[src/rtl/fwp_pkg.sv]
// Shared types for the flash word-program sequencer.
// Assumes nothing beyond IEEE 1800-2017 enum support.
package fwp_pkg;
    // Sequencer phases.
    typedef enum logic [1:0] {
        EN_IDLE = 2'b00,
        EN_PEND = 2'b01,
        EN_GO   = 2'b10,
        EN_WAIT = 2'b11
    } eng_state_t;

    // Step kind presented to the flash macro.
    typedef enum logic [1:0] {
        OP_PROG = 2'b00,
        OP_VPRE = 2'b01,
        OP_VPST = 2'b10
    } flash_op_t;

    // Status codes reported in the control word.
    localparam logic [1:0] ST_IDLE = 2'b00;
    localparam logic [1:0] ST_PEND = 2'b01;
    localparam logic [1:0] ST_BUSY = 2'b10;
endpackage

[src/rtl/fwp_regs.sv]
// Control/status register bank.
// Holds enable, mode and the two verify options, locked unless the status is
// idle (the unused code 11 counts as idle). lf_mode holds enable at zero.
// Keeps the two sticky flags, cleared by writing ones. Reads are combinational.
module fwp_regs
    import fwp_pkg::*;
(
    input  logic        clk,
    input  logic        rst_n,
    input  logic        reg_wr,
    input  logic        reg_sel,
    input  logic [3:0]  reg_wdata,
    input  logic        lf_mode,
    input  logic [1:0]  st_code,
    input  logic        bank_act,
    input  logic        vfail_set,
    input  logic        oerr_set,
    output logic        cfg_en,
    output logic        cfg_mode,
    output logic        cfg_pre,
    output logic        cfg_pst,
    output logic [31:0] reg_rdata
);
    logic idle;
    logic ctl_wr;
    logic flg_wr;
    logic vfail_q;
    logic oerr_q;

    assign idle   = (st_code == ST_IDLE) || (st_code == 2'b11);
    assign ctl_wr = reg_wr && !reg_sel && idle;
    assign flg_wr = reg_wr && reg_sel;

    // Purpose: control bits with lock and low-frequency override.
    always_ff @(posedge clk) begin
        if (!rst_n) begin
            cfg_en   <= 1'b0;
            cfg_mode <= 1'b0;
            cfg_pre  <= 1'b1;
            cfg_pst  <= 1'b1;
        end else begin
            if (lf_mode) begin
                cfg_en <= 1'b0;
            end else if (ctl_wr) begin
                cfg_en <= reg_wdata[0];
            end
            if (ctl_wr) begin
                cfg_mode <= reg_wdata[1];
                cfg_pre  <= reg_wdata[2];
                cfg_pst  <= reg_wdata[3];
            end
        end
    end

    // Purpose: sticky flags; a new event wins over a clear in the same cycle.
    always_ff @(posedge clk) begin
        if (!rst_n) begin
            vfail_q <= 1'b0;
            oerr_q  <= 1'b0;
        end else begin
            vfail_q <= vfail_set || (vfail_q && !(flg_wr && reg_wdata[0]));
            oerr_q  <= oerr_set  || (oerr_q  && !(flg_wr && reg_wdata[1]));
        end
    end

    // Purpose: read mux; reserved bits stay zero, bank shown only when active.
    always_comb begin
        reg_rdata = '0;
        if (reg_sel) begin
            reg_rdata[0] = vfail_q;
            reg_rdata[1] = oerr_q;
        end else begin
            reg_rdata[0]     = cfg_en;
            reg_rdata[1]     = cfg_mode;
            reg_rdata[2]     = cfg_pre;
            reg_rdata[3]     = cfg_pst;
            reg_rdata[17:16] = st_code;
            reg_rdata[18]    = bank_act && !idle;
        end
    end
endmodule

[src/rtl/fwp_collect.sv]
// Write collector.
// Immediate mode: every accepted write launches a word with one lane filled
// and all other bits one. Full-word mode: lanes must come lowest first within
// one line; the top lane launches the merged word and any break refuses the
// write and discards the partial word. Assumes wr_ok already covers enable
// and the idle status.
module fwp_collect #(
    parameter int AW = 20,
    parameter int DW = 32,
    parameter int WW = 128
) (
    input  logic                         clk,
    input  logic                         rst_n,
    input  logic                         wr_ok,
    input  logic                         mode_full,
    input  logic [AW-1:0]                wr_addr,
    input  logic [DW-1:0]                wr_data,
    output logic                         launch,
    output logic [AW-$clog2(WW/DW)-1:0]  launch_line,
    output logic [WW-1:0]                launch_data,
    output logic                         order_err
);
    localparam int LANES = WW / DW;
    localparam int BW    = $clog2(LANES);
    localparam int LW    = AW - BW;

    logic [BW-1:0] beat;
    logic [BW-1:0] cnt_q;
    logic [LW-1:0] line;
    logic [LW-1:0] line_q;
    logic [WW-1:0] acc_q;
    logic [WW-1:0] merged;
    logic [WW-1:0] filled;
    logic          hit;
    logic          last;

    assign beat = wr_addr[BW-1:0];
    assign line = wr_addr[AW-1:BW];

    // Purpose: place the write data in its lane for both modes.
    always_comb begin
        filled = '1;
        merged = acc_q;
        for (int i = 0; i < LANES; i++) begin
            if (beat == BW'(i)) begin
                filled[i*DW +: DW] = wr_data;
                merged[i*DW +: DW] = wr_data;
            end
        end
    end

    // Purpose: order check and launch decision.
    always_comb begin
        hit         = wr_ok && mode_full && (beat == cnt_q)
                      && ((cnt_q == '0) || (line == line_q));
        last        = (cnt_q == BW'(LANES - 1));
        launch      = wr_ok && (mode_full ? (hit && last) : 1'b1);
        order_err   = wr_ok && mode_full && !hit;
        launch_line = line;
        launch_data = mode_full ? merged : filled;
    end

    // Purpose: partial-word state; cleared outside full-word mode or on error.
    always_ff @(posedge clk) begin
        if (!rst_n) begin
            cnt_q  <= '0;
            line_q <= '0;
            acc_q  <= '0;
        end else if (!mode_full || order_err) begin
            cnt_q <= '0;
        end else if (hit) begin
            cnt_q  <= last ? '0 : cnt_q + 1'b1;
            line_q <= line;
            acc_q  <= merged;
        end
    end
endmodule

[src/rtl/fwp_engine.sv]
// Step sequencer.
// Takes one launched word, waits one pending cycle, then runs pre-verify,
// program and post-verify as enabled. Each step is a one-cycle start and a
// wait for done. A failing verify aborts at once. Assumes launch only comes
// while idle.
module fwp_engine
    import fwp_pkg::*;
#(
    parameter int LW = 18,
    parameter int WW = 128
) (
    input  logic          clk,
    input  logic          rst_n,
    input  logic          launch,
    input  logic [LW-1:0] launch_line,
    input  logic [WW-1:0] launch_data,
    input  logic          cfg_pre,
    input  logic          cfg_pst,
    input  logic          fm_done,
    input  logic          fm_vpass,
    output logic          fm_start,
    output logic [1:0]    fm_op,
    output logic [LW-1:0] fm_line,
    output logic          fm_bank,
    output logic [WW-1:0] fm_wdata,
    output logic [1:0]    st_code,
    output logic          vfail_set
);
    eng_state_t state_q;
    flash_op_t  step_q;
    logic       pre_q;
    logic       pst_q;
    logic       is_verify;

    assign is_verify = (step_q != OP_PROG);
    assign vfail_set = (state_q == EN_WAIT) && fm_done && is_verify && !fm_vpass;

    // Purpose: phase and step progression.
    always_ff @(posedge clk) begin
        if (!rst_n) begin
            state_q <= EN_IDLE;
            step_q  <= OP_PROG;
            pre_q   <= 1'b0;
            pst_q   <= 1'b0;
        end else begin
            case (state_q)
                EN_IDLE: if (launch) begin
                    state_q <= EN_PEND;
                    pre_q   <= cfg_pre;
                    pst_q   <= cfg_pst;
                end
                EN_PEND: begin
                    state_q <= EN_GO;
                    step_q  <= pre_q ? OP_VPRE : OP_PROG;
                end
                EN_GO:   state_q <= EN_WAIT;
                EN_WAIT: if (fm_done) begin
                    if (vfail_set) begin
                        state_q <= EN_IDLE;
                    end else begin
                        case (step_q)
                            OP_VPRE: begin
                                step_q  <= OP_PROG;
                                state_q <= EN_GO;
                            end
                            OP_PROG: begin
                                if (pst_q) begin
                                    step_q  <= OP_VPST;
                                    state_q <= EN_GO;
                                end else begin
                                    state_q <= EN_IDLE;
                                end
                            end
                            default: state_q <= EN_IDLE;
                        endcase
                    end
                end
                default: state_q <= EN_IDLE;
            endcase
        end
    end

    // Purpose: capture the word, line and bank when an operation is accepted.
    always_ff @(posedge clk) begin
        if (!rst_n) begin
            fm_line  <= '0;
            fm_bank  <= 1'b0;
            fm_wdata <= '0;
        end else if (state_q == EN_IDLE && launch) begin
            fm_line  <= launch_line;
            fm_bank  <= launch_line[LW-1];
            fm_wdata <= launch_data;
        end
    end

    // Purpose: strobe, step code and status code from the phase.
    always_comb begin
        fm_start = (state_q == EN_GO);
        fm_op    = step_q;
        case (state_q)
            EN_IDLE: st_code = ST_IDLE;
            EN_PEND: st_code = ST_PEND;
            default: st_code = ST_BUSY;
        endcase
    end
endmodule

[src/rtl/fwp_seq.sv]
// Top of the flash word-program sequencer.
// Wires the register bank, the write collector and the step sequencer.
// A flash write is accepted only while enabled and idle; others are dropped.
module fwp_seq #(
    parameter int AW = 20,
    parameter int DW = 32,
    parameter int WW = 128
) (
    input  logic                        clk,
    input  logic                        rst_n,
    input  logic                        reg_wr,
    input  logic                        reg_sel,
    input  logic [3:0]                  reg_wdata,
    output logic [31:0]                 reg_rdata,
    input  logic                        lf_mode,
    input  logic                        fw_valid,
    input  logic [AW-1:0]               fw_waddr,
    input  logic [DW-1:0]               fw_wdata,
    output logic                        fm_start,
    output logic [1:0]                  fm_op,
    output logic [AW-$clog2(WW/DW)-1:0] fm_line,
    output logic                        fm_bank,
    output logic [WW-1:0]               fm_wdata,
    input  logic                        fm_done,
    input  logic                        fm_vpass
);
    localparam int LW = AW - $clog2(WW / DW);

    logic          cfg_en;
    logic          cfg_mode;
    logic          cfg_pre;
    logic          cfg_pst;
    logic [1:0]    st_code;
    logic          vfail_set;
    logic          oerr_set;
    logic          wr_ok;
    logic          launch;
    logic [LW-1:0] launch_line;
    logic [WW-1:0] launch_data;

    assign wr_ok = fw_valid && cfg_en && (st_code == fwp_pkg::ST_IDLE);

    fwp_regs u_regs (
        .clk       (clk),
        .rst_n     (rst_n),
        .reg_wr    (reg_wr),
        .reg_sel   (reg_sel),
        .reg_wdata (reg_wdata),
        .lf_mode   (lf_mode),
        .st_code   (st_code),
        .bank_act  (fm_bank),
        .vfail_set (vfail_set),
        .oerr_set  (oerr_set),
        .cfg_en    (cfg_en),
        .cfg_mode  (cfg_mode),
        .cfg_pre   (cfg_pre),
        .cfg_pst   (cfg_pst),
        .reg_rdata (reg_rdata)
    );

    fwp_collect #(.AW(AW), .DW(DW), .WW(WW)) u_collect (
        .clk         (clk),
        .rst_n       (rst_n),
        .wr_ok       (wr_ok),
        .mode_full   (cfg_mode && cfg_en),
        .wr_addr     (fw_waddr),
        .wr_data     (fw_wdata),
        .launch      (launch),
        .launch_line (launch_line),
        .launch_data (launch_data),
        .order_err   (oerr_set)
    );

    fwp_engine #(.LW(LW), .WW(WW)) u_engine (
        .clk         (clk),
        .rst_n       (rst_n),
        .launch      (launch),
        .launch_line (launch_line),
        .launch_data (launch_data),
        .cfg_pre     (cfg_pre),
        .cfg_pst     (cfg_pst),
        .fm_done     (fm_done),
        .fm_vpass    (fm_vpass),
        .fm_start    (fm_start),
        .fm_op       (fm_op),
        .fm_line     (fm_line),
        .fm_bank     (fm_bank),
        .fm_wdata    (fm_wdata),
        .st_code     (st_code),
        .vfail_set   (vfail_set)
    );
endmodule

[config.mk]
export PLATFORM = sky130hd
export DESIGN_NAME = fwp_seq
export DESIGN_NICKNAME = d
export VERILOG_FILES = /design/src/rtl/fwp_pkg.sv /design/src/rtl/fwp_regs.sv /design/src/rtl/fwp_collect.sv /design/src/rtl/fwp_engine.sv /design/src/rtl/fwp_seq.sv
export SDC_FILE = /design/constraint.sdc
export NUM_CORES = 1
export LEC_CHECK = 0
export ABC_AREA = 1
export BUFFER_PORTS_ARGS = -buffer_cell sky130_fd_sc_hd__clkbuf_2
export CAP_MARGIN = 10
export CELL_PAD_IN_SITES_DETAIL_PLACEMENT = 1
export CELL_PAD_IN_SITES_GLOBAL_PLACEMENT = 1
export CORE_ASPECT_RATIO = 0.6
export CORE_MARGIN = 2
export CORE_UTILIZATION = 44
export CTS_BUF_LIST = sky130_fd_sc_hd__clkbuf_4
export DETAILED_ROUTE_END_ITERATION = 10
export PLACE_DENSITY = 0.95
export SKIP_CTS_REPAIR_TIMING = 1
export SLEW_MARGIN = 40
export SYNTH_ARGS = -nofsm -noshare
export SYNTH_HDL_FRONTEND = slang
export SYNTH_SLANG_ARGS = --single-unit
[constraint.sdc]
create_clock -name clk -period 4.4 [get_ports clk]
set_clock_uncertainty 0.05 [all_clocks]
set_input_delay 0.88 -clock clk [delete_from_list [all_inputs] [get_ports clk]]
set_output_delay 0.88 -clock clk [all_outputs]
set_load 0.005 [all_outputs]
* After elaboration in Yosys (flattened, before gate mapping) *
Cells that the tools add are included.

storage, ports and cells
  register bits = 307
  latch bits = 0
  bits in writable memories = 0
  bits in read-only memories = 0
  bits of input ports = 64
  output and inout port bits = 182
  logic and storage cells = 108
  memories = 0

cells by class
  add/subtract/negate cells = 1
  multiply operators = 0
  div/mod/pow operators = 0
  magnitude comparators = 0
  eq/ne operators = 16
  shifts and indexed selects = 0
  muxes and demuxes = 27
  bitwise logic cells = 2
  reductions and logical operators = 46

operator list
  kind                   number
  $mux W32               8
  $mux W128              1
  $logic_and A1 B1 Y1    21
  $mux W2                10
  $eq A18 B18 Y1         1
  $pmux W2 S2            4
  $eq A2 B2 Y1 const B   6
  $logic_not A2 Y1       5
  $pmux W2 S4            1
  $logic_not A1 Y1       7
  $eq A2 B1 Y1 const B   3
  $reduce_and A2 Y1      3
  $logic_or A1 B1 Y1     5
  $reduce_and A5 Y1      1
  $ne A2 B2 Y1 const B   2
  $reduce_bool A2 Y1     2
  $reduce_or A2 Y1       2
  $mux W3                1
  $ne A3 B2 Y1 const B   1
  $ne A3 B3 Y1 const B   1
  $add A2 B1 Y2 const B  1
  $eq A2 B2 Y1           1
  $mux W1                2
  $ne A2 B1 Y1 const B   1
  $not A1 Y1             2

* Logic depth before layout (Yosys ltp) *
Gate-level depths: netlist (run 1).

  depth in word-level cells = 12
  depth in mapped cells = 16
  mapped depth without buffers = 14

* Cells and area by module *
From an unflattened synthesis (run 1), not the netlist that was laid out.

second synthesis, totals
  cells, all modules = 2,074
  area total of the unflattened synthesis = 14,192.4 um^2

by module, submodules not included
  module       times used  cells an instance  area an instance (um^2)  seq. area each (um^2)
  fwp_collect  1           1,310              8,197.9                  2,962.8
  fwp_engine   1           682                5,430.2                  3,042.9
  fwp_regs     1           75                 538.0                    120.1
  fwp_seq      1           7                  26.3                     0.0

* Worst setup path before layout (run 1) *
OpenSTA, ideal clock, no wires.

  kind = input -> register
  start = in fw_waddr[9]
  end = reg u_engine.fm_wdata[101]
  setup time = 0.113 ns
  arrival = 2.168 ns
  data required time = 4.237 ns
  slack = 2.069 ns
  stages = 13
  path buffers = 2
  cell sequence = xor2_1 > nor2_1 > nand2_1 > nor2_1 > nand2_1 > nand2_1 > nand3_1 > nand2_2 > nand2_2 > buf_4 > clkbuf_1 > nor2_1 > nor2_1

on the way
  cells in the longest elaborated chain, start to end = 7

RTL lines
  what                    line               text
  start: declaration      fwp_seq.sv:17      input logic [AW-1:0] fw_waddr,
  $eq A18 B18 Y1          fwp_collect.sv:55  && ((cnt_q == '0) || (line == line_q));
  $logic_or A1 B1 Y1      fwp_collect.sv:55
  $logic_and A1 B1 Y1     fwp_collect.sv:55
  $logic_and A1 B1 Y1     fwp_collect.sv:57  launch = wr_ok && (mode_full ? (hit && last) : 1'b1);
  $mux W1                 fwp_collect.sv:57
  $logic_and A1 B1 Y1     fwp_collect.sv:57
  $logic_and A1 B1 Y1     fwp_engine.sv:89   end else if (state_q == EN_IDLE && launch) begin
  end signal: assignment  fwp_engine.sv:92   fm_wdata <= launch_data;
  end: declaration        fwp_engine.sv:25   output logic [WW-1:0] fm_wdata,

Every way passes these cells.
A chain may end at the register's enable or synchronous reset.

* Worst setup path after layout (run 1) *
  start = reg u_engine.state_q[1]
  end = reg u_engine.fm_wdata[43]

on the way
  cells in the longest elaborated chain, start to end = 11
  elaborated cells on any way between the ends = 12
  classes of those cells = eq/ne (1); mux (2); reduce/logical (9)

RTL lines
  what                                              line                                 text
  start: declaration                                fwp_engine.sv:29                     eng_state_t state_q;
  start signal: assignment                          fwp_engine.sv:41                     state_q <= EN_IDLE;
  start signal: assignment                          fwp_engine.sv:48                     state_q <= EN_PEND;
  start signal: assignment                          fwp_engine.sv:53                     state_q <= EN_GO;
  $eq A2 B1 Y1 or $logic_not A2 Y1 (tied branches)  fwp_engine.sv:100, fwp_engine.sv:89
  $pmux W2 S2                                       fwp_engine.sv:100                    case (state_q)
  $logic_not A2 Y1                                  fwp_seq.sv:41                        assign wr_ok = fw_valid && cfg_en && (st_code == fwp_pkg::ST_IDLE);
  $logic_and A1 B1 Y1                               fwp_seq.sv:41
  $logic_and A1 B1 Y1 (2 in series)                 fwp_collect.sv:54                    hit = wr_ok && mode_full && (beat == cnt_q)
  $logic_and A1 B1 Y1                               fwp_collect.sv:55
  $logic_and A1 B1 Y1                               fwp_collect.sv:57
  $mux W1                                           fwp_collect.sv:57
  $logic_and A1 B1 Y1                               fwp_collect.sv:57
  $logic_and A1 B1 Y1 *                             fwp_engine.sv:89

Every way passes the cells marked *; elsewhere a longest branch is shown, timed or not.

==> metrics.yaml, run 1 <==
yosys:
  async_flop_share: 0
  ys_seq_elements: 306
  syn_area_per_cell_um2: 6.77
  yosysMostFrequentCell: "nor2_1"
  ys_warn_count: 0
  netlist.area_leader.share: 0.427
  synth_area_leaders: "dfxtp_1 (43%), nor2_1 (10%), a21oi_1 (9.0%), nand2_1 (7.8%), inv_1 (5.8%)"
  netlist_instances: 2119
  syn_area_um2: 14300
  synth_edf_count: 0
  synth.largest_area_cell: "dfxtp_1"
  synthFlopType: "dfxtp_1"
  synth-seq-area-share: 0.427
  ys_types: 28
  synth.top_cells.by_count: "nor2_1 (398), dfxtp_1 (306), nand2_1 (300), a21oi_1 (257), inv_1 (222)"
critical_path:
  cp.required_ns: 5.04
  path_max_fanout: 86
  critical_path_class: "register to register"
  cp.arrival_ns: 3.38
  critPathCaptureType: "register"
  start_kind: "register"
clock_network:
  clockRootBuffer: "clkbuf_4"
  clkSinkCount: 306
  cts-buffers-inserted: 78
  htree_levels: 3
  tritoncts: "done"
  clk_pin_slew_ns: 0.07
  insertion_delay_ns: 0.79
  clockBufferDepth: 3
drt:
  wl_met3_um: 4070
  drt_iter0_markers: 1229
  vias: 15200
  wl_per_cell_um: 19.1
  top_layer: "met5"
  vias_per_cell: 5.52
  met2_length_um: 23600
  detail-route-antenna-nets: 0
  routed_wl_um: 52500
  drc: 0
  met1_length_um: 23000
  drtPass1Iterations: 5
min_path:
  hold_path.class: "input pin to register"
floorplan:
  ioPinCount: 246
  core_um2: 32300
  die_h_um: 144
  die-area_um2: 34100
  initial_utilization: 0.444
  num_rows: 51
  die_width_um: 237
layout:
  stdcell_count: 2751
  drive_gt1_frac: 0.173
  area_growth_pct: 14.9
  fin_area_um2: 16500
  nets: 2342
sta:
  hold_viol: 0
  max_freq_ghz: 0.365
  relSlewSlack: 0.451
  drv_slew: 0
  tightest_slew_ns: 0.823
  final-setup-viol-count: 0
  setup-tns-final_ns: 0
  rsz0062_at_grt: "no"
  min_period_ns: 2.74
  fin_crit_sh: 0.623
  whs_ns: 0.224
power_and_ir_drop:
  peakVddDrop_mv: 0.147
  p_per_area_nw_per_um2: 351
  total_power_mw: 5.78
  p_leak_nw: 7.49
place:
  dp_hpwl_um: 33800
  place_area_um2: 15500
  placedCellCount: 2619
  place_congestion: 0.867
  io_buffers: 220
global_route:
  grt_start_max_net_pins: 137
  grt_pass1_vias: 15000
  antenna_found_initial: 5
  grt_overflow: 0
  track_usage: 0.302
  grt_first_pass_wirelength_um: 80800
outcome:
  outcome: "finished clean"
run:
  maxCapViolCount: 0
## final timing paths
kind	from	end	slack, ns	cells past startpoint
worst min register to register	u_regs.vfail_q	u_regs.vfail_q	0.42	2
worst max-delay path	u_engine.state_q[1]	u_engine.fm_wdata[43]	1.66	13
worst min-delay path	lf_mode	u_regs.cfg_en	0.22	2
worst max register to register	u_engine.state_q[1]	u_engine.fm_wdata[43]	1.66	13
## cell type report
type	instances	area (um^2)
tap	424	531
timing repair buffer	241	1370
fill	4333	15800
inverter	227	857
clock buffer	109	818
clock inverter	18	95.1
sequential	306	6130
antenna	4	10.0
multi-input combinational	1422	6670
## layer usage
metal,track usage,vias up
met5,0,-
met4,0.130,2
met3,0.0816,132
met2,0.478,505
met1,0.391,7364
li1,-,7190
## worst max-delay path, stage by stage (launching register included)
cell and delay [ns]:
dfxtp_1 0.37, nor2_2 0.19, inv_2 0.07, nor2_4 0.09, nand2_1 0.06, a211oi_2 0.29
nand3_1 0.18, nand2_4 0.13, nand2_8 0.27, buf_16 0.35, buf_4 0.25, nand2_1 0.07
nand2_1 0.07, nor2_1 0.16
## cell usage in the layout (no fill, tap or decap), types with 3 or more instances in the layout
cell type,count
nand2_1,297
inv_1,221
diode_2,4
clkbuf_2,219
conb_1,25
o22ai_1,35
o211a_1,5
o21ai_0,142
nand3_1,68
buf_6,3
inv_2,7
a31oi_1,85
a211oi_1,48
clkbuf_4,109
or2_2,32
nand2_4,3
buf_4,12
buf_12,4
a21oi_1,257
xor2_1,9
nand3b_1,5
nor2_1,398
clkinv_1,13
dfxtp_1,306
## sequential cells by signal (all words and copies together) (netlist names), 2 cells and up
| register | count |
|---|---|
| u_collect.cnt_q | 2 |
| u_collect.line_q | 18 |
| u_engine.state_q | 2 |
| u_engine.fm_wdata | 128 |
| u_engine.fm_op | 2 |
| u_engine.fm_line | 17 |
| u_collect.acc_q | 128 |
## where the power goes
part | leakage (nW) | total [mW] | switching [mW] | internal [mW]
Clock | 0.553 | 2.39 | 1.20 | 1.19
Sequential | 2.47 | 2.84 | 0.0263 | 2.81
Combinational | 4.46 | 0.551 | 0.383 | 0.168
Total | 7.49 | 5.78 | 1.61 | 4.17
## kinds of logic after synthesis
logic type / share of synthesized area
simple gates: 0.226
compound gates: 0.223
buf+inv: 0.117
flops: 0.427
xor+xnor: 0.00549
fa+ha+maj: 0.00174
other cells: 0.000261
## per-stage QoR
| step | worst slack, ns | util |
|---|---|---|
| finish | 1.66 | 0.510 |
| floorplan | 2.07 | - |
| global route | 1.43 | 0.510 |
| detailed placement | 1.07 | 0.481 |
| CTS | 1.61 | 0.509 |
| global placement | 1.16 | 0.479 |
Power figures use the tool's default switching activity.
==> run 2: changes to the inputs <==
--- a/config.mk
+++ b/config.mk
@@ -5,17 +5,17 @@
 export SDC_FILE = /design/constraint.sdc
 export NUM_CORES = 1
 export LEC_CHECK = 0
-export ABC_AREA = 1
+export ABC_AREA = 0
 export BUFFER_PORTS_ARGS = -buffer_cell sky130_fd_sc_hd__clkbuf_2
 export CAP_MARGIN = 10
 export CELL_PAD_IN_SITES_DETAIL_PLACEMENT = 1
 export CELL_PAD_IN_SITES_GLOBAL_PLACEMENT = 1
 export CORE_ASPECT_RATIO = 0.6
 export CORE_MARGIN = 2
-export CORE_UTILIZATION = 44
+export CORE_UTILIZATION = 40
 export CTS_BUF_LIST = sky130_fd_sc_hd__clkbuf_4
 export DETAILED_ROUTE_END_ITERATION = 10
-export PLACE_DENSITY = 0.95
+export PLACE_DENSITY = 0.9
 export SKIP_CTS_REPAIR_TIMING = 1
 export SLEW_MARGIN = 40
 export SYNTH_ARGS = -nofsm -noshare
==> constraint.sdc (replaced) <==
create_clock -name clk -period 2.3 [get_ports clk]
set_clock_uncertainty 0.05 [all_clocks]
set_input_delay 0.46 -clock clk [delete_from_list [all_inputs] [get_ports clk]]
set_output_delay 0.46 -clock clk [all_outputs]
set_load 0.005 [all_outputs]
==> metrics.yaml, run 2 <==
layout:
  final_common_cell: "dfxtp_1"
  stdcell_count: 2077  # -25%
  fin_area_um2: 16000  # -2.9%
  nets: 1665  # -29%
  largestRegisters: "u_collect.acc_q x128, u_engine.fm_wdata x128, u_collect.line_q x18"
  final_cell_mix: "dfxtp_1 (300), clkbuf_2 (219), nand2_1 (208), mux2i_1 (170)"
  area_growth_pct: 23.0
  drive_gt1_frac: 0.272  # +0.0992
yosys:
  ys_warn_count: 0  # unchanged
  netlist_instances: 1340  # -37%
  syn_area_um2: 13000  # -9.3%
  netlist.area_leader.share: 0.471  # +0.0438
  synth_area_leaders: "dfxtp_1 (47%), mux2i_1 (13%), o211a_1 (9.8%), o22ai_1 (6.2%), nand2_1 (6.1%)"
  synth-seq-area-share: 0.471  # +0.0438
  synth.top_cells.by_count: "dfxtp_1 (306), nand2_1 (213), mux2i_1 (170), o211a_1 (128), o22ai_1 (128)"
  synth_top_family_by_area: "compound AO/OA/AOI/OAI gates"
  ys_seq_elements: 306  # unchanged
  yosysMostFrequentCell: "dfxtp_1"
  synthFlopType: "dfxtp_1"
  synth-adder-area-share: 0.00192  # +0.000179
  ys_types: 46  # +64%
  syn_area_per_cell_um2: 9.71  # +43%
  synthMuxAreaShare: 0.133  # +0.133
  yosys.area_share.simple: 0.0930  # -0.133
  synth_edf_count: 0  # unchanged
  synth.largest_area_cell: "dfxtp_1"
  async_flop_share: 0  # unchanged
  synth_compound_area_frac: 0.218  # -0.00475
  synth-xor-area-share: 0.0135  # +0.00797
floorplan:
  num_rows: 51  # unchanged
  core_um2: 32200  # -0.20%
  ioPinCount: 246  # unchanged
  initial_utilization: 0.404  # -0.0405
  die-area_um2: 34000  # -0.24%
  die_h_um: 144  # -0.12%
  die_width_um: 237  # -0.12%
drt:
  vias_per_cell: 5.62  # +1.7%
  vias: 11700  # -23%
  drtPass1Iterations: 5  # unchanged
  routed_wl_um: 45800  # -13%
  drc: 0  # unchanged
  drt_iter0_markers: 738  # -40%
  detail-route-antenna-nets: 0  # unchanged
  wl_per_cell_um: 22.1  # +16%
global_route:
  grt_pass1_vias: 11900  # -20%
  grt_start_max_net_pins: 87  # -36%
  track_usage: 0.249  # -0.0529
  grt_first_pass_wirelength_um: 66400  # -18%
  antenna_found_initial: 1  # -4
  grt_overflow: 0  # unchanged
sta:
  max_freq_ghz: 0.429
  relSlewSlack: 0.519  # +0.0682
  tightest_slew_ns: 0.719  # -0.104 ns
  setup_ws_ns: -0.0333  # -1.69 ns
  hold_viol: 0  # unchanged
  final-setup-viol-count: 61  # +61
  fin_crit_sh: 1.01
  rsz0062_at_grt: "yes"
  min_period_ns: 2.33
  drv_slew: 0  # unchanged
power_and_ir_drop:
  clkPwrFrac: 0.430  # +0.016
  peakVddDrop_mv: 0.343  # +130%
  switching_power_mw: 2.79  # +73%
  p_per_area_nw_per_um2: 666  # +90%
  p_sw_frac: 0.262  # -0.0165
  p_int_mw: 7.86  # +89%
  power_frac_seq: 0.504  # +0.013
  p_leak_nw: 8.83  # +18%
  comb_power_share: 0.066  # -0.029
clock_network:
  htree_levels: 3  # unchanged
  tritoncts: "done"
  clockRootBuffer: "clkbuf_4"
  clockBufferDepth: 3  # unchanged
  clkSinkCount: 306  # unchanged
  cts-buffers-inserted: 75  # -3.8%
  insertion_delay_ns: 0.77  # -0.02 ns
  clk_pin_slew_ns: 0.08  # about the same
place:
  dp_hpwl_um: 29000  # -14%
  io_buffers: 220  # unchanged
  placedCellCount: 1917  # -27%
  place_area_um2: 14600  # -5.8%
  place_congestion: 0.818  # -5.6%
  dp_slack_ns: -0.288  # -1.36 ns
outcome:
  violations: "setup timing"
  outcome: "finished with violations"
critical_path:
  path_depth: 11  # -2
  cpPeakStageDelay_ns: 0.54  # +0.17 ns
  start_kind: "input pin"
  r2r_start: "u_collect.line_q[5]"
  critical_path_class: "input pin to register"
  crit_family: "buffers and inverters"
  path_max_fanout: 7  # -92%
  cp.arrival_ns: 2.97  # -0.41 ns
  critPathSlowestCell: "dlygate4sd3_1"
  crit_path_start: "fw_waddr[14]"
  cp_cell_sequence: "dlygate4sd3_1, clkbuf_2, xnor2_1, nand4_1, nor3_4, buf_6, a41o_4, or2_4, buf_12, clkbuf_16, o211a_1"
  rr_worst_depth: 9  # -4
  cp.required_ns: 2.94  # -2.10 ns
  critPathCaptureType: "register"
  path_buf_inv: 5  # +2
min_path:
  hold_start: "reg_wdata[0]"
  hold_path.class: "input pin to register"
  hold_depth: 4  # +2
run:
  maxCapViolCount: 0  # unchanged
-- run 2: cell types whose count changed after synthesis, sizes merged, moves of 22 or more --
cell | previous run | this run
o22ai | 35 | 128
or2 | 32 | 5
clkbuf | 126 | 91
nand2 | 302 | 214
mux2i | 0 | 170
inv | 227 | 6
nand3 | 68 | 3
a21oi | 257 | 2
o211a | 5 | 128
nor2 | 400 | 11
a211oi | 49 | 0
a31oi | 85 | 3
nor2b | 0 | 22
-- run 2: final timing paths --
path                                 to  slack, ns
setup / recovery  u_engine.fm_wdata[13]      -0.03
setup reg to reg  u_engine.fm_wdata[13]      -0.02
hold reg to reg     u_engine.fm_line[0]       0.41
hold / removal           u_regs.vfail_q       0.02
-- run 2: through the flow --
stage / util / power (mW) / setup TNS (ns) / hold WS [ns]
6_report: 0.496 / 10.6 / -0.823 / 0.0221
5_1_grt: 0.496 / 11.1 / -5.42 / -0.0130
4_1_cts: 0.482 / 10.7 / -0.0357 / -0.242
3_5_place_dp: 0.454 / 6.12 / -45.12 / 0.401
3_3_place_gp: 0.454 / 6.10 / -30.22 / 0.393
2_1_floorplan: - / 5.84 / 0 / 0.385
-- run 2: cells by family (layout without fill, tap and decap cells) --
| logic type | count (synthesis) | in the layout |
|---|---|---|
| AO/OA/AOI/OAI | 399 | 399 |
| flip-flops | 306 | 306 |
| AND/OR/NAND/NOR | 276 | 276 |
| multiplexers | 172 | 172 |
| buffers and inverters | 164 | 452 |
| XOR/XNOR | 20 | 20 |
| adder cells (fa/ha/maj) | 2 | 2 |
| other | 1 | 26 |
-- run 2: power by group through the flow --
stage                     registers [mW]  logic, mW  clock network [mW]
after floorplan                     5.48      0.355                   0
after global placement              5.49      0.611                   0
after detailed placement            5.49      0.632                   0
after CTS                           5.37      0.637                4.67
after global routing                5.37      0.745                4.99
final                               5.37      0.699                4.58
-- run 2: worst reg2reg max path: cells and delay by family, from the launching register on --
family          cells  cell delay, ns
compound gates      2            0.40
xor+xnor            1            0.16
buf+inv             3            0.48
flops               1            0.34
simple gates        3            0.83
-- run 2: layout make-up --
class / count / area (um^2)
Clock buffer: 107 / 803
Inverter: 6 / 22.5
Timing Repair Buffer: 316 / 2230
Sequential cell: 306 / 6130
Fill cell: 3701 / 16200
Tap cell: 424 / 531
Antenna cell: 1 / 2.50
Multi-Input combinational cell: 894 / 6160
Clock inverter: 23 / 115
-- run 2: routing by layer --
metal,wire (um),global-route usage
met4,1150,0.0849
met3,2650,0.0594
met5,0,0
met2,21600,0.408
met1,20400,0.324
==> run 3: changes to the inputs <==
--- a/config.mk
+++ b/config.mk
@@ -5,17 +5,17 @@
 export SDC_FILE = /design/constraint.sdc
 export NUM_CORES = 1
 export LEC_CHECK = 0
-export ABC_AREA = 0
+export ABC_AREA = 1
 export BUFFER_PORTS_ARGS = -buffer_cell sky130_fd_sc_hd__clkbuf_2
 export CAP_MARGIN = 10
 export CELL_PAD_IN_SITES_DETAIL_PLACEMENT = 1
 export CELL_PAD_IN_SITES_GLOBAL_PLACEMENT = 1
 export CORE_ASPECT_RATIO = 0.6
 export CORE_MARGIN = 2
-export CORE_UTILIZATION = 40
+export CORE_UTILIZATION = 37
 export CTS_BUF_LIST = sky130_fd_sc_hd__clkbuf_4
 export DETAILED_ROUTE_END_ITERATION = 10
-export PLACE_DENSITY = 0.9
+export PLACE_DENSITY = 0.89
 export SKIP_CTS_REPAIR_TIMING = 1
 export SLEW_MARGIN = 40
 export SYNTH_ARGS = -nofsm -noshare
==> metrics.yaml, run 3 (synthesis gave the netlist of run 1 again) <==
layout:
  final_common_cell: "nor2_1"
  regArea_um2: 6130  # -0.10%
  fin_area_um2: 17500  # +9.4%
  largestRegisters: "u_collect.acc_q x128, u_engine.fm_wdata x128, u_collect.line_q x18"
  multiInputGateArea_um2: 6710  # +8.8%
  n_antenna_cell: 0  # -1
  nets: 2391  # +44%
  drive_gt1_frac: 0.187  # -0.0847
  nFillCells: 4925  # +33%
  area_growth_pct: 22.0
  final_cell_mix: "nor2_1 (392), dfxtp_1 (305), nand2_1 (295), a21oi_1 (257), inv_1 (221)"
global_route:
  grt_util_met2: 0.421  # +0.0128
  grt_overflow: 0  # unchanged
  grt_pass1_vias: 14900  # +25%
  use_met1: 0.333  # +0.00838
  track_usage: 0.255  # +0.00608
  antenna_found_initial: 2  # +1
  grt_start_max_net_pins: 129  # +48%
  grt_first_pass_wirelength_um: 81100  # +22%
  grt.busiest_layer: "met2"
  use_met3: 0.0556  # -0.00380
power_and_ir_drop:
  peakVddDrop_mv: 0.246  # -28%
  p_leak_nw: 7.92  # -10%
  p_per_area_nw_per_um2: 663  # -0.39%
  total_power_mw: 11.6  # +9.0%
place:
  io_buffers: 220  # unchanged
  dp_hpwl_um: 35000  # +21%
  place_area_um2: 15900  # +8.8%
  place_congestion: 0.850  # +3.9%
critical_path:
  start_kind: "input pin"
  r2r_start: "u_collect.line_q[13]"
  rr_worst_depth: 14  # +5
  cp.required_ns: 2.95  # about the same
  cp.arrival_ns: 2.90  # -0.07 ns
  critPathCaptureType: "register"
  path_max_fanout: 23  # +16
  r2r-end: "u_engine.pst_q"
  rrSetupSlack_ns: 0.09  # +0.11 ns
  critical_path_class: "input pin to register"
run:
  maxCapViolCount: 0  # unchanged
sta:
  final-setup-viol-count: 0  # -100%
  min_period_ns: 2.25  # -0.0785 ns
  max_freq_ghz: 0.443  # +3.5%
  drv_slew: 0  # unchanged
  fin_crit_sh: 0.980  # -0.0341
  relSlewSlack: 0.580  # +0.0604
  hold_viol: 0  # unchanged
  tightest_slew_ns: 0.630  # -0.0887 ns
outcome:
  outcome: "finished clean"
clock_network:
  htree_levels: 3  # unchanged
  clk_pin_slew_ns: 0.08  # about the same
  clockBufferDepth: 3  # unchanged
  cts-buffers-inserted: 79  # +5.3%
  insertion_delay_ns: 0.80  # +0.03 ns
  clkSinkCount: 306  # unchanged
  clockRootBuffer: "clkbuf_4"
  tritoncts: "done"
floorplan:
  die_width_um: 258  # +9.0%
  die-area_um2: 40400  # +19%
  die_h_um: 157  # +8.9%
  initial_utilization: 0.378  # -0.0254
  num_rows: 55  # +7.8%
  core_um2: 37900  # +18%
  ioPinCount: 246  # unchanged
drt:
  wl_per_cell_um: 20.1  # -9.1%
  drc: 0  # unchanged
  drt_iter0_markers: 1505  # +100%
  routed_wl_um: 57900  # +26%
  drtPass1Iterations: 5  # unchanged
  vias: 15600  # +34%
  vias_per_cell: 5.40  # -3.9%
  detail-route-antenna-nets: 0  # unchanged
min_path:
  hold_path.class: "input pin to register"
  hold_depth: 3  # -1
  hold_start: "fw_waddr[12]"
  hold-path-endpoint: "u_collect.line_q[10]"
-- run 3: changes by cell type in the layout (fill, tap and decap cells not counted), moves of 83 or more --
cell     delta
a31oi_1    +83
o22ai_1    -93
a21oi_1   +255
nand2_1    +87
nor2_1    +386
o211a_1   -123
mux2i_1   -170
inv_1     +215
-- run 3: worst max path at each step --
stage,startpoint,endpoint
floorplan,fw_waddr[9],u_engine.fm_wdata[101]
global placement,fw_waddr[14],u_engine.fm_wdata[29]
detailed placement,fw_waddr[14],u_collect.acc_q[95]
CTS,u_collect.line_q[12],u_engine.fm_wdata[5]
global route,u_collect.line_q[3],u_engine.pst_q
finish,fw_waddr[14],u_engine.pst_q
-- run 3: final cells by class --
cell class,instances,area share
Multi-Input combinational cell,1422,0.383
Sequential cell,306,0.350
Timing Repair Buffer,289,0.124
Inverter,227,0.0490
Clock buffer,114,0.0489
Tap cell,513,0.0367
Clock inverter,15,0.00794
-- run 3: power breakdown --
| group | leakage [nW] | switching, mW | internal, mW |
|---|---|---|---|
| Clock | 0.595 | 2.42 | 2.59 |
| Combinational | 4.85 | 0.774 | 0.387 |
| Sequential | 2.47 | 0.0508 | 5.38 |
| Total | 7.92 | 3.25 | 8.36 |
-- run 3: metal layers --
metal	share of wire	wire length (um)	vias up
li1	-	-	7270
met1	0.44	25200	7641
met2	0.46	26800	555
met3	0.073	4230	114
met4	0.028	1620	0
met5	0	0	-
-- run 3: worst max-delay path: stages --
cell and delay (ns):
dlygate4sd3_1 0.58, clkbuf_2 0.14, xor2_1 0.18, nor2_2 0.17, nand2_1 0.10, nor2_2 0.14, nand2_1 0.09, nand2_2 0.10
nand3_2 0.09, nand2_4 0.13, nand2_8 0.07, buf_4 0.20, clkbuf_16 0.20, nand2_1 0.08, nand2_1 0.06, nor2_1 0.09
-- run 3: through the flow --
stage	instances	worst slack, ns	TNS, ns	util	hold WS (ns)
finish	2886	0.0452	0	0.462	0.00641
global route	2886	-0.0423	-0.252	0.462	-0.00601
CTS	2846	0.0250	0	0.446	-0.237
detailed placement	2717	-0.237	-26.68	0.420	0.415
global placement	2717	-0.127	-10.17	0.420	0.401
floorplan	2143	0.389	0	-	0.391
